File: src/rtl/sbs_pkg.sv
package sbs_pkg;
  typedef enum logic [1:0] {CYC_DESEL, CYC_BEGIN, CYC_CONT, CYC_HOLD} cyc_e;

  function automatic logic [1:0] burst_low(input logic [1:0] base,
                                           input logic [1:0] cnt,
                                           input logic       ilv);
    return ilv ? (base ^ cnt) : (base + cnt);
  endfunction
endpackage

File: src/rtl/sbs_decode.sv
module sbs_decode
  import sbs_pkg::*;
#(
  parameter int NB = 4
) (
  input  logic          proc_stb_ni,
  input  logic          ctrl_stb_ni,
  input  logic          en_main_ni,
  input  logic          en_hi_i,
  input  logic          en_lo_ni,
  input  logic          adv_ni,
  input  logic          gw_ni,
  input  logic          bwe_ni,
  input  logic [NB-1:0] bsel_ni,
  output cyc_e          cyc_o,
  output logic          wr_o,
  output logic [NB-1:0] wmask_o
);
  logic en_all, any_stb, wr_req, proc_begin;
  logic [NB-1:0] mask;

  assign en_all  = !en_main_ni && en_hi_i && !en_lo_ni;
  assign any_stb = !proc_stb_ni || !ctrl_stb_ni;

  always_comb begin
    if (en_main_ni && !ctrl_stb_ni)         cyc_o = CYC_DESEL;
    else if (!en_main_ni && !en_all && any_stb) cyc_o = CYC_DESEL;
    else if (en_all && any_stb)             cyc_o = CYC_BEGIN;
    else if (!adv_ni)                       cyc_o = CYC_CONT;
    else                                    cyc_o = CYC_HOLD;
  end

  assign wr_req     = !gw_ni || !bwe_ni;
  assign mask       = !gw_ni ? {NB{1'b1}} : (!bwe_ni ? ~bsel_ni : '0);
  // processor-opened bursts are reads regardless of write controls
  assign proc_begin = (cyc_o == CYC_BEGIN) && !proc_stb_ni;
  assign wr_o       = (cyc_o != CYC_DESEL) && !proc_begin && wr_req;
  assign wmask_o    = wr_o ? mask : '0;
endmodule

File: src/rtl/sbs_burst_addr.sv
module sbs_burst_addr
  import sbs_pkg::*;
#(
  parameter int AW = 6
) (
  input  logic          clk_i,
  input  logic          rst_ni,
  input  logic          step_en_i,
  input  cyc_e          cyc_i,
  input  logic [AW-1:0] addr_i,
  input  logic          ilv_i,
  output logic [AW-1:0] addr_nxt_o,
  output logic [AW-1:0] addr_q_o
);
  logic [AW-3:0] hi_q, hi_n;
  logic [1:0]    lo_q, lo_n, cnt_q, cnt_n;

  always_comb begin
    hi_n  = hi_q;
    lo_n  = lo_q;
    cnt_n = cnt_q;
    unique case (cyc_i)
      CYC_BEGIN: begin
        hi_n  = addr_i[AW-1:2];
        lo_n  = addr_i[1:0];
        cnt_n = 2'd0;
      end
      CYC_CONT: cnt_n = cnt_q + 2'd1;
      default:  ;
    endcase
  end

  assign addr_nxt_o = {hi_n, burst_low(lo_n, cnt_n, ilv_i)};
  assign addr_q_o   = {hi_q, burst_low(lo_q, cnt_q, ilv_i)};

  always_ff @(posedge clk_i or negedge rst_ni) begin
    if (!rst_ni) begin
      hi_q  <= '0;
      lo_q  <= '0;
      cnt_q <= '0;
    end else if (step_en_i) begin
      hi_q  <= hi_n;
      lo_q  <= lo_n;
      cnt_q <= cnt_n;
    end
  end
endmodule

File: src/rtl/sbs_array.sv
module sbs_array #(
  parameter int AW = 6,
  parameter int NB = 4,
  parameter int LW = 9,
  localparam int DEPTH = 1 << AW,
  localparam int DW = NB * LW
) (
  input  logic          clk_i,
  input  logic [NB-1:0] we_i,
  input  logic [AW-1:0] waddr_i,
  input  logic [DW-1:0] wdata_i,
  input  logic [AW-1:0] raddr_i,
  output logic [DW-1:0] rdata_o
);
  for (genvar g = 0; g < NB; g++) begin : g_lane
    logic [LW-1:0] lane_mem [DEPTH];
    always_ff @(posedge clk_i) begin
      if (we_i[g]) lane_mem[waddr_i] <= wdata_i[g*LW +: LW];
    end
    assign rdata_o[g*LW +: LW] = lane_mem[raddr_i];
  end
endmodule

File: src/rtl/sync_burst_sram.sv
module sync_burst_sram
  import sbs_pkg::*;
#(
  parameter int AW = 6,
  parameter int NB = 4,
  parameter int LW = 9,
  localparam int DW = NB * LW
) (
  input  logic          clk_i,
  input  logic          rst_ni,
  input  logic [AW-1:0] addr_i,
  input  logic          proc_stb_ni,
  input  logic          ctrl_stb_ni,
  input  logic          en_main_ni,
  input  logic          en_hi_i,
  input  logic          en_lo_ni,
  input  logic          adv_ni,
  input  logic          gw_ni,
  input  logic          bwe_ni,
  input  logic [NB-1:0] bsel_ni,
  input  logic          oe_ni,
  input  logic          snooze_i,
  input  logic          ilv_i,
  input  logic [DW-1:0] data_i,
  output logic [DW-1:0] data_o,
  output logic          drive_o
);
  cyc_e          cyc;
  logic          wr;
  logic [NB-1:0] wmask;
  logic [AW-1:0] addr_nxt, addr_q;
  logic [DW-1:0] rdata;
  logic          sel_q, wr_q;

  sbs_decode #(.NB(NB)) u_decode (
    .proc_stb_ni, .ctrl_stb_ni, .en_main_ni, .en_hi_i, .en_lo_ni,
    .adv_ni, .gw_ni, .bwe_ni, .bsel_ni,
    .cyc_o(cyc), .wr_o(wr), .wmask_o(wmask)
  );

  sbs_burst_addr #(.AW(AW)) u_addr (
    .clk_i, .rst_ni,
    .step_en_i (!snooze_i),
    .cyc_i     (cyc),
    .addr_i,
    .ilv_i,
    .addr_nxt_o(addr_nxt),
    .addr_q_o  (addr_q)
  );

  sbs_array #(.AW(AW), .NB(NB), .LW(LW)) u_array (
    .clk_i,
    .we_i   (snooze_i ? '0 : wmask),
    .waddr_i(addr_nxt),
    .wdata_i(data_i),
    .raddr_i(addr_q),
    .rdata_o(rdata)
  );

  always_ff @(posedge clk_i or negedge rst_ni) begin
    if (!rst_ni) begin
      sel_q <= 1'b0;
      wr_q  <= 1'b0;
    end else if (!snooze_i) begin
      if (cyc == CYC_DESEL)      sel_q <= 1'b0;
      else if (cyc == CYC_BEGIN) sel_q <= 1'b1;
      wr_q <= wr;
    end
  end

  assign drive_o = sel_q && !wr_q && !oe_ni && !snooze_i;
  assign data_o  = drive_o ? rdata : '0;
endmodule

File: config.mk
export PLATFORM = sky130hd
export DESIGN_NAME = sync_burst_sram
export DESIGN_NICKNAME = d
export VERILOG_FILES = /design/src/rtl/sbs_pkg.sv /design/src/rtl/sbs_decode.sv /design/src/rtl/sbs_burst_addr.sv /design/src/rtl/sbs_array.sv /design/src/rtl/sync_burst_sram.sv
export SDC_FILE = /design/constraint.sdc
export NUM_CORES = 2
export LEC_CHECK = 0
export ABC_AREA = 1
export BUFFER_PORTS_ARGS = -buffer_cell sky130_fd_sc_hd__buf_2
export CAP_MARGIN = 20
export CORE_ASPECT_RATIO = 0.7
export CORE_MARGIN = 1.5
export CORE_UTILIZATION = 44
export DETAILED_ROUTE_END_ITERATION = 8
export GPL_TIMING_DRIVEN = 1
export SETUP_SLACK_MARGIN = 0.02
export SYNTH_ARGS = -nofsm -noshare
export SYNTH_HDL_FRONTEND = slang
export SYNTH_SLANG_ARGS = --single-unit
File: constraint.sdc
create_clock -name clk_i -period 6.2 [get_ports clk_i]
set_input_delay 0.31 -clock clk_i [delete_from_list [all_inputs] [get_ports clk_i]]
set_output_delay 0.31 -clock clk_i [all_outputs]
set_load 0.02 [all_outputs]
==> qor.yml <==
root_buffer: "clkbuf_16"
ys_seq_area_share_pct: 71.6
layout_commonest_cell: "nor2_1"
ys_types: 33
post-place-cells: 11500
place.gp.congestion: 0.888
detail-route-antenna-nets: 0
synth_top_area_share_pct: 71.3
timing.rr.end: "u_array.g_lane[0].lane_mem[57][7]"
antenna_found_initial: 10
hold_buffers: 23
grt_pass1_wl_um: 430000
pin_count: 96
multiInputGateArea_um2: 24900
syn_nets: 8962
setup_tns_ns: 0
fmax_ghz: 0.184
layout_common_cells: "nor2_1 (2729), edfxtp_1 (2304), nand2_1 (1651)"
yosysTopAreaCell: "edfxtp_1"
dpl.hpwl_um: 175000
dr.pass1.iters: 8
ys_ff_latch: 2314
die_y_um: 396
rr_worst_depth: 6
dieArea_um2: 223000
finalCriticalPeriod_ns: 5.44
min_from: "ctrl_stb_ni"
fin_skew_ns: 0.0458
cts_setup_buffers: 0
clk_latency_ns: 0.91
seq_area_um2: 69500
cp_max_fo: 110
gr-total-overflow: 0
status: "complete, no violations"
cts_buffers: 219
io_buffers: 95
p_total_mw: 44.0
row_count: 143
layout-drive-gt1-share_pct: 7.21
cts_resized: 0
required_ns: 5.89
p_leak_nw: 37.7
post_drt_via_cell_ratio: 5.68
ir_worst_vdd_uv: 251
syn_avg_cell_area_um2: 10.9
detail_route.wl_per_cell_um: 25.1
htree_num_levels: 4
hold_violations: 0
start_kind: "flop"
worstPathArrival_ns: 5.13
track_usage_pct: 26.3
maxCapViolations: 0
r2r_setup_slack_ns: 1.97
clk_pin_slew_ns: 0.06
hold_end: "sel_q"
slew-limit-headroom_pct: 20.8
synthTopCellsByArea: "edfxtp_1 (71%), nor2_1 (11%), nand2_1 (6.4%)"
nFillCells: 19400
r2r_start: "u_addr.hi_q[3]"
syn2layout_area_growth_pct: 10.6
hold_depth: 6
syn_area_um2: 97000
nets: 8905
rsz0062_at_grt: "false"
start_util_pct: 44.5
core_um2: 218000
clock_sinks: 2314
stdcell_count: 11900
synth_warnings: 0
die_w_um: 564
tightest_slew_ns: 1.19
worstSetupPathType: "flop to output port"
routed_wl_um: 299000
slew_violations: 0
setup_viol: 0
drc_errors: 0
min_path_type: "input pin to flop"
syn-instance-count: 8898
fin_crit_sh_pct: 87.8
vias: 67700
grt_max_degree: 197
drt_iter0_drc: 10200
end_kind: "output port"
tritoncts: "yes"
grt_pass1_vias: 63200
power_density_nw_per_um2: 410
clockBufferDepth: 4
## synth_stat cells
cell and instances:
ha_1 5, clkbuf_2 2, nor3_4 4, o21ai_1 36, or2_2 36, nor2_1 2729
nor2_2 4, o211ai_1 15, buf_6 5, inv_1 22, nand2_2 34, xor2_1 1
clkinv_2 1, nand2_1 1655, nor4_2 1, dfrtp_1 10, a21oi_1 231, buf_1 52
edfxtp_1 2304, nand2_4 1, or2_1 1, nor3b_1 1, o21ai_0 84, nor3_2 4
buf_4 24, nor3_1 1, nand3_1 1112, inv_2 7, o22ai_1 1, clkbuf_1 183
a22oi_1 37, buf_2 294, o21ai_4 1
## area by class of cell
type / count / area share, %
clock buffer: 281 / 5.39
inverter: 30 / 0.135
clock inverter: 105 / 0.890
antenna: 11 / 0.0257
timing repair buffer: 282 / 2.18
sequential: 2314 / 64.8
tap: 2900 / 3.38
multi-input combinational: 5994 / 23.3
## where the power goes
group	total [mW]	internal, mW	leakage (nW)	switching (mW)
clock	13.1	7.22	3.26	5.86
sequential	17.5	17.4	20.8	0.132
combinational	13.5	3.55	13.6	9.90
## critical path: stages, from the launching register on
cell and delay, ns:
dfrtp_1 0.44, ha_4 0.15, nand2_1 0.12, inv_1 0.20
nand2_8 0.38, nand2_8 0.58, buf_4 0.60, nand2_1 0.12
nand3_1 0.15, nand3_1 0.09, nand2_1 0.08, a21oi_1 0.14
nor2_1 0.75, buf_2 0.30
## stage by stage
step | hold WS (ns) | utilization, % | setup slack [ns] | area, um2
2_1_floorplan | 0.0144 | - | 2.54 | 97000
5_1_grt | 0.0782 | 49.2 | 0.639 | 107000
3_3_place_gp | 0.189 | 46.0 | 1.08 | 100000
3_5_place_dp | 0.191 | 46.0 | 1.05 | 100000
6_report | 0.0618 | 49.2 | 0.759 | 107000
4_1_cts | 0.0376 | 49.2 | 0.765 | 107000
## worst max-delay path by stage
stage                         start                                 to  slack (ns)  depth (start not counted)
finish              u_addr.cnt_q[0]                         data_o[16]        0.76                         13
global route        u_addr.cnt_q[0]                          data_o[0]        0.64                         14
CTS                 u_addr.cnt_q[0]                          data_o[1]        0.76                         14
detailed placement      proc_stb_ni  u_array.g_lane[1].lane_mem[53][8]        1.05                         15
global placement        proc_stb_ni  u_array.g_lane[1].lane_mem[53][1]        1.08                         17
floorplan               proc_stb_ni  u_array.g_lane[0].lane_mem[11][0]        2.54                         20
## flip-flops by register name, summed over array words and instances, names as in the netlist
name                     cells
u_addr.lo_q                  2
u_addr.hi_q                  4
sel_q                        1
wr_q                         1
u_array.g_lane.lane_mem   2304
u_addr.cnt_q                 2
## cells by family (layout without fill, tap and decap cells)
| family | Yosys count | count (layout) | share of synthesized area [%] |
|---|---|---|---|
| compound gates | 405 | 405 | 2.24 |
| xor+xnor | 1 | 1 | 0.00903 |
| fa+ha+maj | 5 | 5 | 0.0645 |
| buf+inv | 590 | 698 | 2.80 |
| flops | 2314 | 2314 | 71.6 |
| other cells | 0 | 11 | 0 |
| simple gates | 5583 | 5583 | 23.3 |
## metal layers
layer	part of all wire (%)	global-route usage, %	wire length (um)	up-vias
met5	0.10	0.194	303	-
met4	2.9	7.52	8550	12
met3	12	7.46	35900	462
met2	42	37.2	125000	3772
met1	43	39.2	128000	33200
li1	-	-	-	30200
No activity file was read; power rests on OpenSTA's default activity.
